--- src/rtl/evsel_pkg.sv ---
package evsel_pkg;

  localparam int SEL_W = 8;
  localparam int EVT_W = 24;
  localparam int TRC_W = 2;
  localparam int INC_W = 2;

  // Event bus bit positions
  localparam int EB_IC_MISS   = 0;
  localparam int EB_IBUF_STL  = 1;
  localparam int EB_DDEP_STL  = 2;
  localparam int EB_IUTLB     = 3;
  localparam int EB_DUTLB     = 4;
  localparam int EB_BR_EXEC   = 5;
  localparam int EB_BR_MISP   = 6;
  localparam int EB_INSN      = 7;
  localparam int EB_DC_ACC_C  = 8;
  localparam int EB_INSN_DUAL = 9;
  localparam int EB_DC_ACC    = 10;
  localparam int EB_DC_MISS   = 11;
  localparam int EB_WB_HALF0  = 12;
  localparam int EB_WB_HALF1  = 13;
  localparam int EB_PC_SW     = 14;
  localparam int EB_PC_DUAL   = 15;
  localparam int EB_MTLB      = 16;
  localparam int EB_EXT_REQ   = 17;
  localparam int EB_LSQ_STL   = 18;
  localparam int EB_WBUF_DRN  = 19;
  localparam int EB_CALL      = 20;
  localparam int EB_RET       = 21;
  localparam int EB_RET_PRED  = 22;
  localparam int EB_RET_MISP  = 23;

  // Select codes whose increment is not a plain single bit
  localparam logic [SEL_W-1:0] SC_INSN    = 8'h07;
  localparam logic [SEL_W-1:0] SC_WB      = 8'h0C;
  localparam logic [SEL_W-1:0] SC_PC_SW   = 8'h0D;
  localparam logic [SEL_W-1:0] SC_TRC0    = 8'h20;
  localparam logic [SEL_W-1:0] SC_TRC1    = 8'h21;
  localparam logic [SEL_W-1:0] SC_TRC_ANY = 8'h22;
  localparam logic [SEL_W-1:0] SC_CYCLES  = 8'hFF;

  // Single-bit events: returns 1 and the bus bit for codes that add one per flag
  function automatic logic single_map(input logic [SEL_W-1:0] code, output int bitpos);
    single_map = 1'b1;
    bitpos = 0;
    case (code)
      8'h00: bitpos = EB_IC_MISS;
      8'h01: bitpos = EB_IBUF_STL;
      8'h02: bitpos = EB_DDEP_STL;
      8'h03: bitpos = EB_IUTLB;
      8'h04: bitpos = EB_DUTLB;
      8'h05: bitpos = EB_BR_EXEC;
      8'h06: bitpos = EB_BR_MISP;
      8'h09: bitpos = EB_DC_ACC_C;
      8'h0A: bitpos = EB_DC_ACC;
      8'h0B: bitpos = EB_DC_MISS;
      8'h0F: bitpos = EB_MTLB;
      8'h10: bitpos = EB_EXT_REQ;
      8'h11: bitpos = EB_LSQ_STL;
      8'h12: bitpos = EB_WBUF_DRN;
      8'h23: bitpos = EB_CALL;
      8'h24: bitpos = EB_RET;
      8'h25: bitpos = EB_RET_PRED;
      8'h26: bitpos = EB_RET_MISP;
      default: single_map = 1'b0;
    endcase
  endfunction

  function automatic logic code_defined(input logic [SEL_W-1:0] code);
    int unused_pos;
    code_defined = single_map(code, unused_pos) ||
                   code == SC_INSN || code == SC_WB || code == SC_PC_SW ||
                   code == SC_TRC0 || code == SC_TRC1 || code == SC_TRC_ANY ||
                   code == SC_CYCLES;
  endfunction

endpackage

--- src/rtl/evsel_decode.sv ---
module evsel_decode
  import evsel_pkg::*;
(
  input  logic [SEL_W-1:0] sel,
  input  logic [EVT_W-1:0] evt_bus,
  input  logic [TRC_W-1:0] trc_out,
  output logic [INC_W-1:0] inc
);

  logic [INC_W-1:0] trc_cnt;
  logic [INC_W-1:0] wb_cnt;

  // Population count of the trace lines
  always_comb begin
    trc_cnt = '0;
    for (int i = 0; i < TRC_W; i++) begin
      trc_cnt = trc_cnt + INC_W'(trc_out[i]);
    end
  end

  assign wb_cnt = INC_W'(evt_bus[EB_WB_HALF0]) + INC_W'(evt_bus[EB_WB_HALF1]);

  always_comb begin
    int pos;
    logic is_single;
    is_single = single_map(sel, pos);
    inc = '0;
    if (is_single) begin
      inc = INC_W'(evt_bus[pos]);
    end else begin
      case (sel)
        SC_INSN:    inc = evt_bus[EB_INSN] ? (evt_bus[EB_INSN_DUAL] ? 2'd2 : 2'd1) : 2'd0;
        SC_PC_SW:   inc = evt_bus[EB_PC_SW] ? (evt_bus[EB_PC_DUAL] ? 2'd2 : 2'd1) : 2'd0;
        SC_WB:      inc = wb_cnt;
        SC_TRC0:    inc = INC_W'(trc_out[0]);
        SC_TRC1:    inc = INC_W'(trc_out[1]);
        SC_TRC_ANY: inc = trc_cnt;
        SC_CYCLES:  inc = 2'd1;
        default:    inc = '0;
      endcase
    end
  end

endmodule

--- src/rtl/evsel_sel_reg.sv ---
module evsel_sel_reg
  import evsel_pkg::*;
#(
  parameter logic [SEL_W-1:0] RST_SEL = 8'h00
) (
  input  logic             clk,
  input  logic             rst,
  input  logic             wr,
  input  logic [SEL_W-1:0] wdata,
  output logic [SEL_W-1:0] sel_q
);

  always_ff @(posedge clk) begin
    if (rst) begin
      sel_q <= RST_SEL;
    end else if (wr) begin
      sel_q <= wdata;
    end
  end

endmodule

--- src/rtl/evsel_accum.sv ---
module evsel_accum
  import evsel_pkg::*;
#(
  parameter int CNT_W = 32
) (
  input  logic             clk,
  input  logic             rst,
  input  logic             en,
  input  logic             clr,
  input  logic             ovf_clr,
  input  logic [INC_W-1:0] inc,
  output logic [CNT_W-1:0] count,
  output logic             ovf
);

  localparam int SUM_W = CNT_W + 1;

  logic [SUM_W-1:0] sum;
  logic             carry;

  assign sum   = {1'b0, count} + SUM_W'(inc);
  assign carry = en && !clr && sum[CNT_W];

  always_ff @(posedge clk) begin
    if (rst) begin
      count <= '0;
    end else if (clr) begin
      count <= '0;
    end else if (en) begin
      count <= sum[CNT_W-1:0];
    end
  end

  // A fresh carry beats a same-cycle clear so no wrap is lost
  always_ff @(posedge clk) begin
    if (rst) begin
      ovf <= 1'b0;
    end else if (carry) begin
      ovf <= 1'b1;
    end else if (ovf_clr) begin
      ovf <= 1'b0;
    end
  end

endmodule

--- src/rtl/evsel_perf_counter.sv ---
module evsel_perf_counter
  import evsel_pkg::*;
#(
  parameter int                CNT_W   = 32,
  parameter logic [SEL_W-1:0]  RST_SEL = 8'h00
) (
  input  logic             clk,
  input  logic             rst,
  input  logic             en,
  input  logic             clr,
  input  logic             sel_wr,
  input  logic [SEL_W-1:0] sel_wdata,
  input  logic             ovf_clr,
  input  logic [EVT_W-1:0] evt_bus,
  input  logic [TRC_W-1:0] trc_out,
  output logic [CNT_W-1:0] count,
  output logic [SEL_W-1:0] sel_q,
  output logic             ovf
);

  logic [INC_W-1:0] inc;

  evsel_sel_reg #(.RST_SEL(RST_SEL)) u_sel (
    .clk   (clk),
    .rst   (rst),
    .wr    (sel_wr),
    .wdata (sel_wdata),
    .sel_q (sel_q)
  );

  evsel_decode u_dec (
    .sel     (sel_q),
    .evt_bus (evt_bus),
    .trc_out (trc_out),
    .inc     (inc)
  );

  evsel_accum #(.CNT_W(CNT_W)) u_acc (
    .clk     (clk),
    .rst     (rst),
    .en      (en),
    .clr     (clr),
    .ovf_clr (ovf_clr),
    .inc     (inc),
    .count   (count),
    .ovf     (ovf)
  );

endmodule

--- config.mk ---
export PLATFORM = sky130hd
export DESIGN_NAME = evsel_perf_counter
export DESIGN_NICKNAME = d
export VERILOG_FILES = /design/src/rtl/evsel_pkg.sv /design/src/rtl/evsel_decode.sv /design/src/rtl/evsel_sel_reg.sv /design/src/rtl/evsel_accum.sv /design/src/rtl/evsel_perf_counter.sv
export SDC_FILE = /design/constraint.sdc
export NUM_CORES = 1
export LEC_CHECK = 0
export BUFFER_PORTS_ARGS = -buffer_cell sky130_fd_sc_hd__buf_2
export CAP_MARGIN = 20
export CORE_MARGIN = 2
export CORE_UTILIZATION = 46
export DETAILED_ROUTE_END_ITERATION = 7
export PLACE_DENSITY = 0.77
export SYNTH_ARGS = -nofsm -noshare
export SYNTH_HDL_FRONTEND = slang
export SYNTH_SLANG_ARGS = --single-unit
--- constraint.sdc ---
create_clock -name clk -period 4 [get_ports clk]
set_input_delay 0.8 -clock clk [delete_from_list [all_inputs] [get_ports clk]]
set_output_delay 0.8 -clock clk [all_outputs]
set_load 0.02 [all_outputs]
==> results.toml <==
[outcome]
status = "completed"

[setup_path]
start_kind = "flop"
required_ns = 4.21
worst-path-max-fanout = 6
crit_type = "flop to flop"
worstPathArrival_ns = 4.13
endpoint_kind = "flop"

[cts]
cts_tree = "done"
cts_sinks = 41
htreeDepth = 2
clk_pin_slew_ns = 0.07
ctsHoldBuffers = 0
clk_path_buf_depth = 2
clk_latency_ns = 0.28
cts_root_buf = "clkbuf_8"
cts_buffers = 5

[timing]
max_slew_margin = 0.555
fin_skew_ns = 0.00523
finalSetupViolCount = 0
setup_slack_ns = 0.0828
clock.fmax_mhz = 255
slew_viol_final = 0
rsz0062_at_grt = "true"
period_minus_slack_ns = 3.92
hold_viol = 0
finalCritPeriodShare = 0.979
tightest_slew_ns = 0.659

[place]
gp_congestion = 0.801
port_buffers = 80
dpl_cell_area_um2 = 3030
dp_hpwl_um = 4450
preCtsSetupSlack_ns = -0.0761

[flow_run]
maxCapViolations = 0

[power]
internal_power_w = 0.000631
p_sw_w = 0.000219
seqPwrFrac = 0.495
pwr-share-clk = 0.312
ir_worst_vdd_mv = 0.254
leakage_nw = 1.35
netSwitchingFraction = 0.258
comb_power_share = 0.192
power_density_nw_per_um2 = 268

[synth]
synth_fa_ha_area_frac = 0.0290
synth_nets = 329
syn-cell-area_um2 = 2420
ys_ff_latch = 41
syn_area_per_cell_um2 = 8.51
postSynthCellCount = 284
yosysTopAreaCell = "dfxtp_1"
ys_seq_area_frac = 0.340
synth_area_leaders = "dfxtp_1, mux2i_1, nor2_1"
synth_xor_xnor_area_share = 0.101
muxShareOfSynthArea = 0.115
synth_top_area_frac = 0.340
yosys.area_share.simple = 0.277
synth_compound_area_frac = 0.101
yosysUniqueCellTypes = 47
ys.flop_type = "dfxtp_1"
synth_top_family_by_area = "simple AND/OR/NAND/NOR gates"
synth_edf_count = 0
async_flop_share = 0
ys_warn_count = 0

[floorplan]
initial_core_util = 0.476
die_w_um = 76.5
ios = 81
core.rowCount = 26
core_um2 = 5070
dieArea_um2 = 5850
fp.dieH_um = 76.5

[detailed_routing]
dr_wl_met2_um = 2840
wirelength_met1_um = 2630
drc_errors = 0
routed_wl_um = 5860
drt_iter0_markers = 131
ant_nets = 0
drt_pass1_iterations = 6
vias = 2343
wl_per_cell_um = 13.1
dr_wl_met3_um = 329
via_per_inst = 5.23
routed.top_layer = "met4"

[grt]
grt_max_degree = 33
grt_overflow_total = 0
grt_pass1_wl_um = 9580
antenna_found_initial = 0
grt_pass1_vias = 2126
grt_usage = 0.198

[layout]
diodes = 0
fin_nets = 423
final_area_um2 = 3170
fin_util = 0.625
drive_above_1_share = 0.362
area_growth_pct = 31.3

[min_path]
holdCritPathClass = "flop to flop"
## synth_stat cells (2+ instances only)
library cell and n:
a21oi_1 7, a31oi_1 3, and2_1 2, and3_1 5, and4_1 3, buf_2 3
clkbuf_1 11, dfxtp_1 41, ha_1 4, inv_1 4, mux2i_1 23, nand2_1 24
nand2b_1 5, nand3_1 10, nand4_1 7, nand4b_1 5, nor2_1 48, nor2b_1 5
nor3_1 2, nor3_2 2, nor3b_1 2, nor4b_1 2, o21a_1 2, o21ai_0 8
o22ai_1 2, or2_2 3, or3_1 5, xnor2_1 8, xor2_1 20
## sequential cells by signal, summed over array words and instances (netlist names)
register	count
u_acc.ovf	1
u_sel.sel_q	8
u_acc.count	32
## stage by stage
| stage | setup TNS (ns) | hold WS (ns) | std cells | total power [W] |
|---|---|---|---|---|
| after CTS | 0 | 0.466 | 448 | 0.000858 |
| final | 0 | 0.466 | 448 | 0.000851 |
| after detailed placement | -0.0761 | 0.456 | 439 | 0.000587 |
| after global routing | -0.686 | 0.517 | 448 | 0.000891 |
| after global placement | 0 | 0.458 | 439 | 0.000582 |
| after floorplan | -0.0228 | 0.543 | 284 | 0.000531 |
## logic make-up (layout without fill, tap and decap cells)
family | Yosys count | in the layout
buffers and inverters | 20 | 114
muxes | 25 | 25
and+or+nand+nor | 132 | 132
xor gates and xnor gates | 28 | 28
adders and majority gates | 5 | 5
DFF | 41 | 41
AOI/OAI and AO/OA | 33 | 33
## layout by cell type, fill, tap and decap left out, drive strengths merged, types with 4 or more instances in the layout
cell / n
a21oi: 7
and3: 5
buf: 103
clkbuf: 7
dfxtp: 41
ha: 4
inv: 4
mux2i: 23
nand2: 24
nand2b: 5
nand3: 10
nand4: 7
nand4b: 5
nor2: 48
nor2b: 5
nor3: 4
o21ai: 8
or3: 5
xnor2: 8
xor2: 20
## metal layers
metal	track usage	up-vias
met1	0.255	1088
met4	0.0491	0
met2	0.328	69
met3	0.0545	6
li1	-	1180
met5	0	-
## critical path, cell delays in order (launching register included)
cell	delay, ns
dfxtp_2	0.35
or4b_1	0.50
o31ai_1	0.08
nor2_1	0.08
o41ai_2	0.19
buf_4	0.21
mux4_2	0.24
mux2i_1	0.09
o21a_1	0.19
a311oi_2	0.25
ha_2	0.25
fa_2	0.21
and4_4	0.22
nor2b_4	0.15
nand2_2	0.06
or2_4	0.26
or3_4	0.38
a21oi_2	0.15
## repair_timing
action	CTS	global route
setup endpoints to repair	3	19
setup buffers	2	0
resized for setup	4	10
pin swaps	3	7
endpoints found under the hold margin	0	0
## layout make-up
cell class	count	area, um2
flip-flops and latches	41	828
fillers	454	1900
clock buffers	7	86.3
well taps	70	87.6
multi-input cells	223	1580
repair buffers	103	581
inverters	4	15.0
## path summary, 6_finish.rpt
path                       start               to  slack (ns)  cells after the start
setup reg to reg  u_sel.sel_q[2]  u_acc.count[28]        0.08                     17
setup / recovery  u_sel.sel_q[2]  u_acc.count[28]        0.08                     17
hold / removal         u_acc.ovf        u_acc.ovf        0.47                      2
hold reg to reg        u_acc.ovf        u_acc.ovf        0.47                      2
## power groups by stage
stage          clock [W]  sequential [W]  combinational [W]
3_3_place_gp           0        0.000430           0.000152
3_5_place_dp           0        0.000431           0.000156
4_1_cts         0.000277        0.000421           0.000160
6_report        0.000266        0.000421           0.000163
2_1_floorplan          0        0.000435          0.0000958
5_1_grt         0.000291        0.000422           0.000178
(Power assumes the default switching activity.)
